## src/rtl/icache_track_pkg.sv

```systemverilog
package icache_track_pkg;
  localparam int DEF_ADDR_W     = 16;
  localparam int DEF_LINE_BYTES = 16;
  localparam int DEF_NUM_LINES  = 32;

  typedef enum logic [1:0] {
    UPD_HOLD  = 2'd0,
    UPD_CLEAR = 2'd1,
    UPD_RESEL = 2'd2
  } upd_kind_e;
endpackage

```

## src/rtl/icache_base_reg.sv

```systemverilog
module icache_base_reg #(
  parameter int ADDR_W = 16,
  parameter int OFF_W  = 4
) (
  input  logic              clk,
  input  logic              rst,
  input  logic              flush,
  input  logic              base_ld,
  input  logic [ADDR_W-1:0] base_val,
  output logic [ADDR_W-1:0] base_q,
  output logic              active,
  output logic              base_moved
);
  logic [ADDR_W-1:0] aligned;

  assign aligned    = {base_val[ADDR_W-1:OFF_W], {OFF_W{1'b0}}};
  assign base_moved = base_ld && !flush && (aligned != base_q);

  always_ff @(posedge clk) begin
    if (rst || flush) begin
      base_q <= '0;
      active <= 1'b0;
    end else if (base_ld) begin
      base_q <= aligned;
      active <= 1'b1;
    end
  end


  base_load_aligned_chk: assert property (@(posedge clk) disable iff (rst)
    (base_ld && !flush) |=> (active && base_q[ADDR_W-1:OFF_W] == $past(base_val[ADDR_W-1:OFF_W])
                              && base_q[OFF_W-1:0] == '0));
endmodule

```

## src/rtl/icache_valid_vec.sv

```systemverilog
module icache_valid_vec
  import icache_track_pkg::*;
#(
  parameter int NUM_LINES = 32,
  parameter int OFF_W     = 4
) (
  input  logic                       clk,
  input  logic                       rst,
  input  logic                       flush,
  input  logic                       base_moved,
  input  logic                       wr_en,
  input  logic [$clog2(NUM_LINES)+OFF_W-1:0] wr_off,
  output logic [NUM_LINES-1:0]       line_valid
);
  localparam int IDX_W = $clog2(NUM_LINES);

  upd_kind_e              kind;
  logic                   last_byte;
  logic [IDX_W-1:0]       idx;

  assign last_byte = wr_en && (wr_off[OFF_W-1:0] == {OFF_W{1'b1}});
  assign idx       = wr_off[IDX_W+OFF_W-1:OFF_W];

  always_comb begin
    if (rst || flush)    kind = UPD_CLEAR;
    else if (base_moved) kind = UPD_RESEL;
    else                 kind = UPD_HOLD;
  end

  for (genvar i = 0; i < NUM_LINES; i++) begin : g_line
    logic set_me;
    assign set_me = last_byte && (idx == IDX_W'(i));
    always_ff @(posedge clk) begin
      case (kind)
        UPD_CLEAR: line_valid[i] <= 1'b0;
        UPD_RESEL: line_valid[i] <= set_me;
        default:   line_valid[i] <= line_valid[i] | set_me;
      endcase
    end
  end


  other_offset_stable_chk: assert property (@(posedge clk) disable iff (rst)
    (!flush && !base_moved && !last_byte) |=> $stable(line_valid));


  single_line_set_chk: assert property (@(posedge clk) disable iff (rst)
    (!flush && !base_moved && last_byte) |=>
      ($countones(line_valid ^ $past(line_valid)) <= 1 && (line_valid & $past(line_valid)) == $past(line_valid)));
endmodule

```

## src/rtl/icache_window_cmp.sv

```systemverilog
module icache_window_cmp #(
  parameter int ADDR_W      = 16,
  parameter int CACHE_BYTES = 512
) (
  input  logic              clk,
  input  logic              rst,
  input  logic              active,
  input  logic [ADDR_W-1:0] base_q,
  input  logic [ADDR_W-1:0] fetch_addr,
  output logic              hit
);
  logic [ADDR_W:0] lo_ext;
  logic [ADDR_W:0] end_ext;
  logic            wraps;
  logic            in_win;

  assign lo_ext  = {1'b0, base_q};
  assign end_ext = lo_ext + (ADDR_W+1)'(CACHE_BYTES);
  assign wraps   = end_ext[ADDR_W];

  always_comb begin
    if (wraps)
      in_win = (fetch_addr >= base_q) || (fetch_addr < end_ext[ADDR_W-1:0]);
    else
      in_win = (fetch_addr >= base_q) && ({1'b0, fetch_addr} < end_ext);
  end

  always_ff @(posedge clk) begin
    if (rst) hit <= 1'b0;
    else     hit <= active && in_win;
  end


  hit_needs_active_chk: assert property (@(posedge clk) disable iff (rst)
    hit |-> $past(active));
endmodule

```

## src/rtl/icache_line_tracker.sv

```systemverilog
module icache_line_tracker
  import icache_track_pkg::*;
#(
  parameter int ADDR_W     = DEF_ADDR_W,
  parameter int LINE_BYTES = DEF_LINE_BYTES,
  parameter int NUM_LINES  = DEF_NUM_LINES
) (
  input  logic                 clk,
  input  logic                 rst,
  input  logic                 wr_en,
  input  logic [$clog2(LINE_BYTES*NUM_LINES)-1:0] wr_off,
  input  logic                 base_ld,
  input  logic [ADDR_W-1:0]    base_val,
  input  logic                 flush,
  input  logic [ADDR_W-1:0]    fetch_addr,
  output logic [NUM_LINES-1:0] line_valid,
  output logic [ADDR_W-1:0]    base_q,
  output logic                 active,
  output logic                 hit
);
  localparam int OFF_W       = $clog2(LINE_BYTES);
  localparam int CACHE_BYTES = LINE_BYTES * NUM_LINES;

  logic base_moved;

  icache_base_reg #(.ADDR_W(ADDR_W), .OFF_W(OFF_W)) u_base (
    .clk(clk), .rst(rst), .flush(flush), .base_ld(base_ld), .base_val(base_val),
    .base_q(base_q), .active(active), .base_moved(base_moved)
  );

  icache_valid_vec #(.NUM_LINES(NUM_LINES), .OFF_W(OFF_W)) u_valid (
    .clk(clk), .rst(rst), .flush(flush), .base_moved(base_moved),
    .wr_en(wr_en), .wr_off(wr_off), .line_valid(line_valid)
  );

  icache_window_cmp #(.ADDR_W(ADDR_W), .CACHE_BYTES(CACHE_BYTES)) u_win (
    .clk(clk), .rst(rst), .active(active), .base_q(base_q),
    .fetch_addr(fetch_addr), .hit(hit)
  );


  flush_clears_chk: assert property (@(posedge clk) disable iff (rst)
    flush |=> (line_valid == '0 && base_q == '0 && !active));


  same_base_keeps_chk: assert property (@(posedge clk) disable iff (rst)
    (base_ld && !flush && !wr_en && base_val[ADDR_W-1:OFF_W] == base_q[ADDR_W-1:OFF_W])
      |=> $stable(line_valid));
endmodule

```

## config.mk

```make
export PLATFORM = sky130hd
export DESIGN_NAME = icache_line_tracker
export DESIGN_NICKNAME = d
export VERILOG_FILES = /design/src/rtl/icache_track_pkg.sv /design/src/rtl/icache_base_reg.sv /design/src/rtl/icache_valid_vec.sv /design/src/rtl/icache_window_cmp.sv /design/src/rtl/icache_line_tracker.sv
export SDC_FILE = /design/constraint.sdc
export NUM_CORES = 1
export LEC_CHECK = 0
export BUFFER_PORTS_ARGS = -buffer_cell sky130_fd_sc_hd__clkbuf_2
export CAP_MARGIN = 5
export CORE_MARGIN = 2
export CORE_UTILIZATION = 48
export CTS_BUF_LIST = sky130_fd_sc_hd__clkbuf_16
export DETAILED_ROUTE_END_ITERATION = 12
export HOLD_SLACK_MARGIN = 0.08
export PLACE_DENSITY = 0.79
export SLEW_MARGIN = 20
export SYNTH_ARGS = -nofsm -noshare
export SYNTH_HDL_FRONTEND = slang
export SYNTH_SLANG_ARGS = --single-unit
```

## constraint.sdc

```tcl
create_clock -name clk -period 2.4 [get_ports clk]
set_clock_uncertainty 0.05 [all_clocks]
set_input_delay 0.24 -clock clk [delete_from_list [all_inputs] [get_ports clk]]
set_output_delay 0.24 -clock clk [all_outputs]
set_load 0.03 [all_outputs]
```

# Word level (Yosys, flattened, before mapping)
# Cells that the tools add are included.
[word_totals]
register_bits = 46
output_inout_bits = 50
elab_cells = 182
[op_classes]
addsub = 1
magnitude_cmp = 3
eq_ne = 35
n_mux = 35
bitwise = 32
reduce_logical = 41
[op_table]
columns = ["op", "count"]
rows = [
  ["$eq A5 B5 Y1 const B", 16],
  ["$pmux W1 S2", 32],
  ["$eq A5 B4 Y1 const B", 8],
  ["$logic_and A1 B1 Y1", 37],
  ["$or A1 B1 Y1", 32],
  ["$eq A5 B3 Y1 const B", 4],
  ["$add A16 B10 Y17 const B", 1],
  ["$lt A16 B17 Y1", 1],
  ["$ge A16 B16 Y1", 1],
  ["$lt A16 B16 Y1", 1],
  ["$ne A12 B12 Y1", 1],
  ["$eq A5 B2 Y1 const B", 2],
  ["$eq A5 B1 Y1 const B", 1],
  ["$logic_not A5 Y1", 1],
  ["$eq A4 B4 Y1 const B", 1],
  ["$mux W2", 2],
  ["$eq A2 B1 Y1 const B", 1],
  ["$eq A2 B2 Y1 const B", 1],
  ["$logic_or A1 B1 Y1", 2],
  ["$logic_not A1 Y1", 1],
  ["$mux W1", 1],
]

# Logic depth before layout (Yosys ltp)
[logic_depth]
word_depth = 7
ltp_mapped = 10
depth_no_buf = 10

# Hierarchy
# Synthesis repeated with hierarchy kept, for this count alone.
[hier_totals]
cells_unflattened = 287
hier_area_um2 = 2596.2
[by_module_without_submodules]
columns = ["mod", "instances", "cells_per_inst", "area_each_um2", "seq_area_each_um2"]
rows = [
  ["icache_valid_vec", 1, 114, 1167.4, 640.6],
  ["icache_window_cmp", 1, 108, 789.5, 20.0],
  ["icache_base_reg", 1, 65, 639.4, 260.2],
]

# Worst setup path before layout
# Ideal clock, no wire load.
[synth_timing]
path_kind = "register -> register"
startpoint = "reg u_base.base_q[9]"
endpoint = "reg u_win.hit"
setup_ns = 0.070
t_arrival_ns = 2.188
required_time_ns = 2.280
setup_slack_ns = 0.092
path_stages_with_launch = 11
n_path_buf = 0
path_cell_list = "dfxtp_1 > ha_1 > and3_2 > nand3_1 > xnor2_1 > ha_1 > a21oi_1 > o21ai_0 > o21ai_0 > o2111ai_1 > a21oi_1"
[synth_between]
elab_chain_cells = 5
word_cells_on_any_way = 8
[synth_rtl]
columns = ["item", "line_no", "rtl"]
rows = [
  ["start, declared", "icache_base_reg.sv:10", "output logic [ADDR_W-1:0] base_q,"],
  ["start signal, assigned", "icache_base_reg.sv:24", "base_q <= aligned;"],
  ["$add A16 B10 Y17", "icache_window_cmp.sv:18", "assign end_ext = lo_ext + (ADDR_W+1)'(CACHE_BYTES);"],
  ["$lt A16 B17 Y1 or $lt A16 B16 Y1 (tied branches)", "icache_window_cmp.sv:25, icache_window_cmp.sv:23", ""],
  ["$logic_and A1 B1 Y1 or $logic_or A1 B1 Y1 (tied branches)", "icache_window_cmp.sv:25, icache_window_cmp.sv:23", ""],
  ["$mux W1 *", "icache_window_cmp.sv:22", "if (wraps)"],
  ["$logic_and A1 B1 Y1 *", "icache_window_cmp.sv:30", "else hit <= active && in_win;"],
  ["end signal, assigned", "icache_window_cmp.sv:30", ""],
  ["end, declared", "icache_window_cmp.sv:10", "output logic hit"],
]
# Every way passes the cells marked *; elsewhere a longest branch is shown, timed or not.
# A chain may end at the register's enable or synchronous reset.

# Worst setup path after layout
[layout_timing]
startpoint = "reg u_base.base_q[10]"
endpoint = "reg u_win.hit"
# Same word-level chain as after synthesis.

==> summary.md <==
| Metric | Value |
|---|---|
| Post-route setup slack | `0.1957 ns` |
| HP Class | `in2reg` |
| Most common cell after layout, fill and taps aside | `clkbuf_2` |
| DRC viols | `0` |
| End point of the critical path | `u_win.hit` |
| Worst R2R End | `u_win.hit` |
| Avg Cell Area, Syn | `9.757 um^2` |
| Max-slew headroom | `0.5534` |
| Startpoint types | `flip-flop` |
| Minimum clock period | `2.204 ns` |
| First-pass GRT wire length | `9.280 mm` |
| Compound-Gate Fraction of Synth Area | `0.1830` |
| Post-Syn Instances | `248` |
| Largest net degree at the start of global routing | `19` |
| Final Max Slew Viols | `0` |
| Grt total ovfl | `0` |
| Fraction of the mapped netlist area in adder cells | `0.1034` |
| Cells on worst reg2reg path | `10` |
| Total CTS buffers | `5` |
| Clk sinks | `46` |
| Iter 0 DRT Violations | `82` |
| Hold-fix buffers, CTS | `0` |
| Synth Register Bits | `46` |
| Setup TNS | `0 ns` |
| Ant diodes | `0` |
| Part of the cycle the worst path needs | `0.9185` |
| PortBufs | `87` |
| Mux cell area share after synthesis | `0.04964` |
| Area Overhead vs Synth | `24.82%` |
| Unique masters post-synth | `40` |
| Final GP Congestion | `0.9286` |
| Final hold vios | `0` |
| Synth Flop Type | `dfxtp_1` |
| First-pass detailed-route iteration total | `4` |
| P_leak | `1.413 nW` |
| Clk Latency, worst-skew pair | `0.28 ns` |
| CTS tree | `built` |
| Initial antenna violation count | `0` |
| Asr flop ratio synth | `0` |
| DRT antenna net count | `0` |
| Post-Synth XOR/XNOR Area | `0.06153` |
| R2r setup slk | `0.20 ns` |
| Vias per inst | `5.305` |
| Layout Nets | `401` |
| Initial core utilization | `0.5056` |
| Design Power | `0.001663 W` |
| Number of synthesized flops with an enable pin | `0` |
| Core ar. | `4786 um^2` |
| Outcome | `finished clean` |
| Commonest cells after routing, fill and taps aside | `clkbuf_2 (87), dfxtp_1 (45), ha_1 (20)` |
| DRT Wirelength | `5.841 mm` |
| Worst Path Arrival | `2.37 ns` |
| DR vias | `2138` |
| WL/cell | `14.49 um` |
| Clock slew at reported path FFs | `0.06 ns` |
| Maximum Capacitance Violations | `0` |
| Clk buf depth | `2` |
| Setup Buffers After CTS | `0` |
| Reg2reg start | `u_base.base_q[10]` |
| Largest family of logic cells by synthesized area | `compound AO/OA/AOI/OAI gates` |
| CP required | `2.56 ns` |
| Vias in the first global route | `1999` |
| Yosys warnings | `0` |
| Endpoints failing setup | `0` |
| Die Y | `75 um` |
| Post-synthesis cell area | `2420 um^2` |
| Layout cell share with drive strength beyond 1 | `0.3482` |
| Setup repair after global routing missed its margin | `no` |
| Worst vdd ir | `0.5042 mV` |
| DIE AREA | `5625 um^2` |
| Die Span X | `75 um` |
| P per Cell Area | `550.7 nW/um^2` |
| HPWL after detailed placement | `4.582 mm` |
| Total Routing Usage GR | `0.2190` |
| Max H-tree Level | `2` |
| Seq/Total Area, Yosys | `0.3806` |
| Synth Area in Simple Gates | `0.1479` |
| Post-CTS resize count | `0` |
| Critical path capture point type | `flip-flop` |
| Fmax | `453.7 MHz` |
| WS Path Type | `reg2reg` |
| CP max FO | `7` |
| Worst slew pin tran | `0.6685 ns` |
| Worst setup path startpoint | `u_base.base_q[10]` |
| Clock root cell | `clkbuf_16` |
| IO Pins | `96` |
| Num rows | `25` |
| Pre-CTS setup slack | `0.1289 ns` |
-- critical path, cell delays in order (launching register included) --
cell and delay (ns):
dfxtp_2 0.39, ha_1 0.20, and3_2 0.20, nand3_1 0.09
xnor2_1 0.15, ha_1 0.31, a21oi_1 0.16, o21ai_0 0.15
nor3_1 0.21, a21oi_1 0.09, a21oi_1 0.14
-- per-stage QoR --
stage | utilization | cell area [um^2] | hold WS (ns) | cells
2_1_floorplan | - | 2431 | 0.3370 | 251
3_3_place_gp | 0.6010 | 2877 | 0.3974 | 395
5_1_grt | 0.6311 | 3020 | 0.1970 | 403
6_report | 0.6311 | 3020 | 0.1748 | 403
3_5_place_dp | 0.6010 | 2877 | 0.3953 | 395
4_1_cts | 0.6309 | 3019 | 0.1755 | 403
-- per-layer routing --
layer,global-route usage,wire [um]
met5,0,0
met4,0.08135,73
met2,0.3392,2846
met1,0.2911,2578
met3,0.06292,342
-- area by class of cell --
type                            instances  area [um^2]
Timing Repair Buffer                   92        473.0
Inverter                               17        63.81
Sequential cell                        46        922.1
Clock buffer                            5        125.1
Multi-Input combinational cell        173         1335
Clock inverter                          3        17.52
Fill cell                             413         1765
Tap cell                               67        83.83
-- report_power, final --
part	switching [W]	internal [W]
sequential	0.00000963	0.000771
combinational	0.000132	0.0000911
clock	0.000277	0.000382
total	0.000419	0.00124
-- worst min path at each step --
stage	from	endpoint	cells after the start
floorplan	base_val[11]	u_base.base_q[11]	2
global placement	u_valid.line_valid[19]	u_valid.line_valid[19]	1
detailed placement	u_valid.line_valid[25]	u_valid.line_valid[25]	1
CTS	base_val[6]	u_base.base_q[6]	3
global route	base_val[7]	u_base.base_q[7]	3
finish	base_val[6]	u_base.base_q[6]	3
-- kinds of logic after synthesis --
logic type,count (synthesis)
buffers and inverters,32
xor gates and xnor gates,17
and+or+nand+nor,65
adders and majority gates,20
DFF,46
other,1
AOI/OAI and AO/OA,55
muxes,12
-- Yosys cell counts (4+ instances only) --
cell type   n  area share
o2bb2ai_1  16       0.058
nor3b_1     4       0.012
xnor2_1     5       0.018
nand3_1     8       0.017
nand3b_1    5       0.016
xor2_1     12       0.043
a21oi_1    12       0.025
nand2_1     6      0.0093
a22o_1      4       0.014
nor2_1     18       0.028
nand4_1     5       0.013
o21ai_0     4      0.0083
buf_6       5       0.023
ha_1       20        0.10
mux2i_1    12       0.050
a22o_2     12       0.050
nor3_1      5       0.010
inv_1      17       0.026
buf_4       4       0.012
dfxtp_1    46        0.38
-- registers in the layout (all words and copies together), names as in the netlist --
signal	count
u_base.base_q	12
u_win.hit	1
u_valid.line_valid	32
u_base.active	1
Power figures use the tool's default switching activity.
